--- config.mk ---
export PLATFORM = sky130hd
export DESIGN_NAME = intc_regdec
export DESIGN_NICKNAME = d
export VERILOG_FILES = /design/src/rtl/intc_regdec_pkg.sv /design/src/rtl/intc_regdec_decode.sv /design/src/rtl/intc_regdec_rdmux.sv /design/src/rtl/intc_regdec.sv
export SDC_FILE = /design/constraint.sdc
export NUM_CORES = 1
export LEC_CHECK = 0
export BUFFER_PORTS_ARGS = -buffer_cell sky130_fd_sc_hd__buf_2
export CAP_MARGIN = 10
export CORE_AREA = 8 8 178 180
export DETAILED_ROUTE_END_ITERATION = 8
export DIE_AREA = 0 0 186 188
export PLACE_DENSITY_LB_ADDON = 0.05
export SYNTH_ARGS = -nofsm -noshare
export SYNTH_HDL_FRONTEND = slang
export SYNTH_HIERARCHICAL = 1
export SYNTH_SLANG_ARGS = --single-unit
--- constraint.sdc ---
create_clock -name clk_i -period 8 [get_ports clk_i]
set_clock_uncertainty 0.1 [all_clocks]
set_input_delay 1.6 -clock clk_i [delete_from_list [all_inputs] [get_ports clk_i]]
set_output_delay 1.6 -clock clk_i [all_outputs]
set_load 0.03 [all_outputs]
--- src/rtl/intc_regdec_pkg.sv ---
package intc_regdec_pkg;
  // Register window selected by the address decoder
  typedef enum logic [2:0] {
    RG_NONE, RG_PRIO, RG_PEND, RG_ENA, RG_THR, RG_CLAIM
  } reg_e;

  // Strobe registered toward the arbiter
  typedef enum logic [2:0] {
    OP_NONE, OP_PRIO_WR, OP_ENA_WR, OP_THR_WR, OP_CLAIM, OP_CMPL
  } op_e;
endpackage

--- src/rtl/intc_regdec_decode.sv ---
module intc_regdec_decode
  import intc_regdec_pkg::*;
#(
  parameter int unsigned ADDR_W     = 24,
  parameter int unsigned NSRC       = 40,
  parameter int unsigned NTGT       = 2,
  parameter int unsigned NWORDS     = 2,
  parameter int unsigned ID_W       = 6,
  parameter int unsigned TGT_W      = 1,
  parameter int unsigned PRIO_BASE  = 32'h4,
  parameter int unsigned PEND_BASE  = 32'h1000,
  parameter int unsigned ENA_BASE   = 32'h2000,
  parameter int unsigned ENA_STRIDE = 32'h80,
  parameter int unsigned CTX_BASE   = 32'h10000,
  parameter int unsigned CTX_STRIDE = 32'h1000
) (
  input  logic [ADDR_W-1:0] addr_i,
  input  logic              we_i,
  output reg_e              kind_o,
  output logic [TGT_W-1:0]  tgt_o,
  output logic [ID_W-1:0]   idx_o,
  output logic              bad_o
);
  localparam int unsigned PRIO_END = PRIO_BASE + NSRC * 4;
  localparam int unsigned PEND_END = PEND_BASE + NWORDS * 4;
  localparam int unsigned ENA_END  = ENA_BASE + NTGT * ENA_STRIDE;
  localparam int unsigned CTX_END  = CTX_BASE + NTGT * CTX_STRIDE;
  localparam int unsigned ENA_SH   = $clog2(ENA_STRIDE);
  localparam int unsigned CTX_SH   = $clog2(CTX_STRIDE);

  logic [31:0] a, off, inner;

  always_comb begin
    kind_o = RG_NONE;
    tgt_o  = '0;
    idx_o  = '0;
    bad_o  = 1'b1;
    a      = 32'(addr_i);
    off    = '0;
    inner  = '0;
    if (a[1:0] == 2'b00) begin
      if (a >= PRIO_BASE && a < PRIO_END) begin
        off    = a - PRIO_BASE;
        kind_o = RG_PRIO;
        idx_o  = ID_W'((off >> 2) + 1);   // word k is source k+1
        bad_o  = 1'b0;
      end else if (a >= PEND_BASE && a < PEND_END) begin
        off = a - PEND_BASE;
        if (!we_i) begin                  // read-only window
          kind_o = RG_PEND;
          idx_o  = ID_W'(off >> 2);
          bad_o  = 1'b0;
        end
      end else if (a >= ENA_BASE && a < ENA_END) begin
        off   = a - ENA_BASE;
        tgt_o = TGT_W'(off >> ENA_SH);
        inner = (off & (ENA_STRIDE - 1)) >> 2;
        if (inner < NWORDS) begin
          kind_o = RG_ENA;
          idx_o  = ID_W'(inner);
          bad_o  = 1'b0;
        end
      end else if (a >= CTX_BASE && a < CTX_END) begin
        off   = a - CTX_BASE;
        tgt_o = TGT_W'(off >> CTX_SH);
        inner = off & (CTX_STRIDE - 1);
        if (inner == 32'd0) begin
          kind_o = RG_THR;
          bad_o  = 1'b0;
        end else if (inner == 32'd4) begin
          kind_o = RG_CLAIM;
          bad_o  = 1'b0;
        end
      end
    end
  end
endmodule

--- src/rtl/intc_regdec_rdmux.sv ---
module intc_regdec_rdmux
  import intc_regdec_pkg::*;
#(
  parameter int unsigned NSRC   = 40,
  parameter int unsigned NTGT   = 2,
  parameter int unsigned NWORDS = 2,
  parameter int unsigned PRIO_W = 3,
  parameter int unsigned ID_W   = 6,
  parameter int unsigned TGT_W  = 1
) (
  input  reg_e                     kind_i,
  input  logic [TGT_W-1:0]         tgt_i,
  input  logic [ID_W-1:0]          idx_i,
  input  logic [NSRC*PRIO_W-1:0]   src_prio_i,
  input  logic [NWORDS*32-1:0]     pend_i,
  input  logic [NTGT*NWORDS*32-1:0] ena_i,
  input  logic [NTGT*PRIO_W-1:0]   thr_i,
  input  logic [NTGT*ID_W-1:0]     claim_id_i,
  output logic [31:0]              rdata_o
);
  localparam int unsigned NIDX = 2 ** ID_W;
  localparam int unsigned NTSL = 2 ** TGT_W;

  logic [PRIO_W-1:0] prio_a [NIDX];
  logic [31:0]       pend_a [NIDX];
  logic [31:0]       ena_a  [NTSL][NIDX];
  logic [PRIO_W-1:0] thr_a  [NTSL];
  logic [ID_W-1:0]   cid_a  [NTSL];

  // Unpack the flat arbiter vectors into index-addressable slots; unused slots read 0
  for (genvar s = 0; s < NIDX; s++) begin : g_idx
    if (s >= 1 && s <= NSRC) begin : g_prio
      assign prio_a[s] = src_prio_i[(s-1)*PRIO_W +: PRIO_W];
    end else begin : g_prio_nil
      assign prio_a[s] = '0;
    end
    if (s < NWORDS) begin : g_pend
      assign pend_a[s] = pend_i[s*32 +: 32];
    end else begin : g_pend_nil
      assign pend_a[s] = '0;
    end
  end

  for (genvar t = 0; t < NTSL; t++) begin : g_tgt
    if (t < NTGT) begin : g_on
      assign thr_a[t] = thr_i[t*PRIO_W +: PRIO_W];
      assign cid_a[t] = claim_id_i[t*ID_W +: ID_W];
      for (genvar w = 0; w < NIDX; w++) begin : g_w
        if (w < NWORDS) begin : g_ena
          assign ena_a[t][w] = ena_i[(t*NWORDS+w)*32 +: 32];
        end else begin : g_ena_nil
          assign ena_a[t][w] = '0;
        end
      end
    end else begin : g_off
      assign thr_a[t] = '0;
      assign cid_a[t] = '0;
      for (genvar w = 0; w < NIDX; w++) begin : g_w
        assign ena_a[t][w] = '0;
      end
    end
  end

  always_comb begin
    unique case (kind_i)
      RG_PRIO:  rdata_o = 32'(prio_a[idx_i]);
      RG_PEND:  rdata_o = pend_a[idx_i];
      RG_ENA:   rdata_o = ena_a[tgt_i][idx_i];
      RG_THR:   rdata_o = 32'(thr_a[tgt_i]);
      RG_CLAIM: rdata_o = 32'(cid_a[tgt_i]);
      default:  rdata_o = '0;
    endcase
  end
endmodule

--- src/rtl/intc_regdec.sv ---
module intc_regdec
  import intc_regdec_pkg::*;
#(
  parameter int unsigned ADDR_W     = 24,
  parameter int unsigned NSRC       = 40,
  parameter int unsigned NTGT       = 2,
  parameter int unsigned PRIO_W     = 3,
  parameter int unsigned PRIO_BASE  = 32'h4,
  parameter int unsigned PEND_BASE  = 32'h1000,
  parameter int unsigned ENA_BASE   = 32'h2000,
  parameter int unsigned ENA_STRIDE = 32'h80,
  parameter int unsigned CTX_BASE   = 32'h10000,
  parameter int unsigned CTX_STRIDE = 32'h1000,
  localparam int unsigned NWORDS    = (NSRC + 32) / 32,
  localparam int unsigned ID_W      = $clog2(NSRC + 1),
  localparam int unsigned TGT_W     = (NTGT > 1) ? $clog2(NTGT) : 1
) (
  input  logic                      clk_i,
  input  logic                      rst_ni,
  input  logic                      req_valid_i,
  output logic                      req_ready_o,
  input  logic [ADDR_W-1:0]         req_addr_i,
  input  logic                      req_we_i,
  input  logic [31:0]               req_wdata_i,
  output logic                      rsp_valid_o,
  input  logic                      rsp_ready_i,
  output logic [31:0]               rsp_rdata_o,
  output logic                      rsp_err_o,
  output logic                      err_pulse_o,
  input  logic [NSRC*PRIO_W-1:0]    src_prio_i,
  input  logic [NWORDS*32-1:0]      pend_i,
  input  logic [NTGT*NWORDS*32-1:0] ena_i,
  input  logic [NTGT*PRIO_W-1:0]    thr_i,
  input  logic [NTGT*ID_W-1:0]      claim_id_i,
  output logic                      prio_we_o,
  output logic                      ena_we_o,
  output logic                      thr_we_o,
  output logic                      claim_o,
  output logic                      cmpl_o,
  output logic [TGT_W-1:0]          tgt_o,
  output logic [ID_W-1:0]           sel_o,
  output logic [31:0]               wdata_o
);
  reg_e             dec_kind;
  logic [TGT_W-1:0] dec_tgt;
  logic [ID_W-1:0]  dec_idx;
  logic             dec_bad;
  logic [31:0]      mux_rdata;
  op_e              nxt_op, op_q;
  logic [ID_W-1:0]  nxt_sel;
  logic             accept;

  intc_regdec_decode #(
    .ADDR_W(ADDR_W), .NSRC(NSRC), .NTGT(NTGT), .NWORDS(NWORDS), .ID_W(ID_W),
    .TGT_W(TGT_W), .PRIO_BASE(PRIO_BASE), .PEND_BASE(PEND_BASE),
    .ENA_BASE(ENA_BASE), .ENA_STRIDE(ENA_STRIDE), .CTX_BASE(CTX_BASE),
    .CTX_STRIDE(CTX_STRIDE)
  ) u_dec (
    .addr_i(req_addr_i), .we_i(req_we_i), .kind_o(dec_kind),
    .tgt_o(dec_tgt), .idx_o(dec_idx), .bad_o(dec_bad)
  );

  intc_regdec_rdmux #(
    .NSRC(NSRC), .NTGT(NTGT), .NWORDS(NWORDS), .PRIO_W(PRIO_W),
    .ID_W(ID_W), .TGT_W(TGT_W)
  ) u_mux (
    .kind_i(dec_kind), .tgt_i(dec_tgt), .idx_i(dec_idx),
    .src_prio_i(src_prio_i), .pend_i(pend_i), .ena_i(ena_i),
    .thr_i(thr_i), .claim_id_i(claim_id_i), .rdata_o(mux_rdata)
  );

  // A held response blocks new requests unless it drains this cycle
  assign req_ready_o = !rsp_valid_o || rsp_ready_i;
  assign accept      = req_valid_i && req_ready_o;

  always_comb begin
    nxt_op  = OP_NONE;
    nxt_sel = dec_idx;
    if (!dec_bad) begin
      unique case (dec_kind)
        RG_PRIO:  if (req_we_i) nxt_op = OP_PRIO_WR;
        RG_ENA:   if (req_we_i) nxt_op = OP_ENA_WR;
        RG_THR:   if (req_we_i) nxt_op = OP_THR_WR;
        RG_CLAIM: begin
          if (req_we_i) begin
            nxt_op  = OP_CMPL;
            nxt_sel = req_wdata_i[ID_W-1:0];
          end else begin
            nxt_op  = OP_CLAIM;
            nxt_sel = mux_rdata[ID_W-1:0];
          end
        end
        default: nxt_op = OP_NONE;
      endcase
    end
  end

  always_ff @(posedge clk_i) begin
    if (!rst_ni) begin
      rsp_valid_o <= 1'b0;
      rsp_rdata_o <= '0;
      rsp_err_o   <= 1'b0;
      err_pulse_o <= 1'b0;
      op_q        <= OP_NONE;
      tgt_o       <= '0;
      sel_o       <= '0;
      wdata_o     <= '0;
    end else begin
      err_pulse_o <= 1'b0;
      op_q        <= OP_NONE;
      if (accept) begin
        rsp_valid_o <= 1'b1;
        rsp_err_o   <= dec_bad;
        err_pulse_o <= dec_bad;
        rsp_rdata_o <= (dec_bad || req_we_i) ? '0 : mux_rdata;
        op_q        <= nxt_op;
        tgt_o       <= dec_tgt;
        sel_o       <= nxt_sel;
        wdata_o     <= req_wdata_i;
      end else if (rsp_ready_i) begin
        rsp_valid_o <= 1'b0;
      end
    end
  end

  assign prio_we_o = (op_q == OP_PRIO_WR);
  assign ena_we_o  = (op_q == OP_ENA_WR);
  assign thr_we_o  = (op_q == OP_THR_WR);
  assign claim_o   = (op_q == OP_CLAIM);
  assign cmpl_o    = (op_q == OP_CMPL);
endmodule

==> qor.csv <==
metric;value;unit
die_area;0.0350;mm²
post-route-cell-area;0.00914;mm²
path_cells;buf_2 -> or4_1 -> or3_4 -> or3_4 -> or3_4 -> nor2_4 -> buf_4 -> mux2_2 -> a221oi_1 -> a21oi_1 -> nor4_1 -> a221oi_1 -> a31o_2 -> mux2_2 -> mux2i_1 -> o22ai_1;
grt_usage;17.9;%
swShare;27.2;%
top_layer;met5;
cpMaxStageDelayCell;or4_1;
ant_nets;0;
core;0.0290;mm²
powerDensity;115;mW/mm²
arrival;6.14;ns
ir_worst_vdd;77.7;µV
synth_cell_types;69;
yosys.area.top_type;dfxtp_1;
mostFrequentLayoutCell;buf_2;
critical_path_peak_fanout;20;
dieWidth;186;µm
layout_common_cells;470 x buf_2, 79 x nor2_1, 77 x dfxtp_1, 73 x a21oi_1, 63 x mux2i_1;
clock_power_share;39.9;%
synth.cell_area;0.00623;mm²
synth_edf_count;0;
htree_levels;3;
dp_hpwl;27.0;mm
ys_seq_area_share;24.7;%
worstMarginPinSlew;0.999;ns
grt_pass1_vias;7761;
grt_pass1_wl;48.0;mm
max_clock_freq;166;MHz
route.detailed.drc;0;
crit_type;input pin to register;
hold_class;register to register;
post-place-cells;1482;
clock_path_buffers;2;
crit_top_cell;or3_4;
finalCritPeriodShare;75.5;%
cp-start-kind;input pin;
yosys_warnings;6;
drtPass1Iterations;4;
antenna_found_initial;8;
routed_wirelength;32.8;mm
syn2layout_area_growth;46.7;%
hold_viol;0;
rsz0062_at_grt;no;
syn_area_per_cell;9.20;µm²
m1WireLength;12.9;mm
comb_power_share;22.2;%
drive_above_1_share;51.6;%
port_buffers;470;
grt_overflow_total;0;
hold_buffers;0;
synthesis.instances;677;
synth_top_flop_cell;dfxtp_1;
p_int;0.000763;W
maxCapViolations;0;
start_util;21.5;%
rows;63;
ctsResizeCount;0;
viasPerCell;4.75;
endpoint_kind;register;
yosys.area.top_type_share;24.7;%
wl_met2;16.5;mm
drv_slew;0;
die_h;188;µm
seqPwrFrac;37.9;%
cts_tree;yes;
path_clk_slew;0.06;ns
layout.nets;1497;
place_area;0.00882;mm²
fin_setup_tns;0;ns
vias;7140;
dr_wl_met3;2.79;mm
slew_headroom;33.3;%
total_power;0.00105;W
first_iter_violations;319;
setup_viol;0;
fin_cells;1504;
syn-num-nets;1071;
ioPinCount;471;
leakage;4.01;nW
utilization;31.5;%
numClockSinks;77;
cpPeakStageDelay;0.57;ns
clock-root-buffer;clkbuf_16;
status;completed;
ys_seq_elements;77;
synth.area.top_cells;dfxtp_1 25%, mux4_2 16%, mux2i_1 10%, a21oi_1 5.9%, nor2_1 4.9%;
grt_max_degree;61;
insertion_delay;0.33;ns
async_flop_share;0;%
p_switching;0.000286;W
postCtsSetupBuffers;0;
cp.required;8.10;ns
gp_congestion;0.772;
fin_crit;6.04;ns
wl_per_cell;21.8;µm
cts_buffers;9;
cell families after synthesis:
family	Yosys count	share of synthesized area, %
compound gates	194	19.6
xor+xnor	6	0.844
fa+ha+maj	3	0.603
buf+inv	74	6.73
flops	77	24.7
mux	128	31.6
simple gates	195	15.9
layout make-up:
cell class              instances  area, µm²
repair buffers                480       2440
fillers                      3213      19900
clock inverters                 5       60.1
clock buffers                  11        243
multi-input cells             526       4310
well taps                     390        488
flip-flops and latches         77       1540
diodes                          6       15.0
inverters                       9       36.3
worst max-delay path: cells and delay by family:
kind                   cells  cell delay (ns)
and+or+nand+nor            6             2.53
muxes                      3             0.77
AOI/OAI and AO/OA          5             0.79
buffers and inverters      2             0.45
stage by stage:
stage | hold WS [ns] | setup slack (ns)
after global placement | 0.358 | 1.66
after global routing | 0.387 | 1.51
after CTS | 0.373 | 1.97
after detailed placement | 0.362 | 1.61
final | 0.371 | 1.96
after floorplan | 0.493 | 2.55
routing by layer:
layer  global-route usage [%]  up-vias
met1                     20.2     3351
met2                     31.5      289
met3                     5.96       37
met5                        0        -
li1                         -     3459
met4                     5.28        4
state kept, by name, indices dropped and copies added, names as in the netlist:
| register | cells |
|---|---|
| rsp_err_o | 1 |
| tgt_o | 1 |
| sel_o | 6 |
| rsp_rdata_o | 32 |
| wdata_o | 32 |
| op_q | 3 |
| rsp_valid_o | 1 |
| err_pulse_o | 1 |
path summary, 6_finish.rpt:
path	start	to	slack, ns	depth (start not counted)
worst min-delay path	wdata_o[27]	wdata_o[27]	0.37	2
worst min register to register	wdata_o[27]	wdata_o[27]	0.37	2
worst max-delay path	req_addr_i[20]	sel_o[2]	1.96	16
worst max register to register	rsp_valid_o	rsp_rdata_o[25]	5.16	4
power by group through the flow:
stage | sequential (W) | combinational, W | clock, W
CTS | 0.000398 | 0.000237 | 0.000434
floorplan | 0.000427 | 0.0000832 | 0
finish | 0.000398 | 0.000233 | 0.000418
detailed placement | 0.000406 | 0.000236 | 0
global route | 0.000399 | 0.000256 | 0.000452
global placement | 0.000406 | 0.000238 | 0
synth_stat cells, types with 6 or more instances:
master    number
a21oi_1       73
buf_1          6
inv_1          6
clkbuf_1      22
o22ai_1       11
buf_6          8
mux2i_1       63
mux2_2        14
nor2_1        82
a22o_1        32
nand2_1       16
buf_2         16
nand3_1       41
mux4_2        43
mux4_1         8
dfxtp_1       77
o21ai_0       43
nor3_1         8
buf_4         11
(Power assumes the default switching activity.)
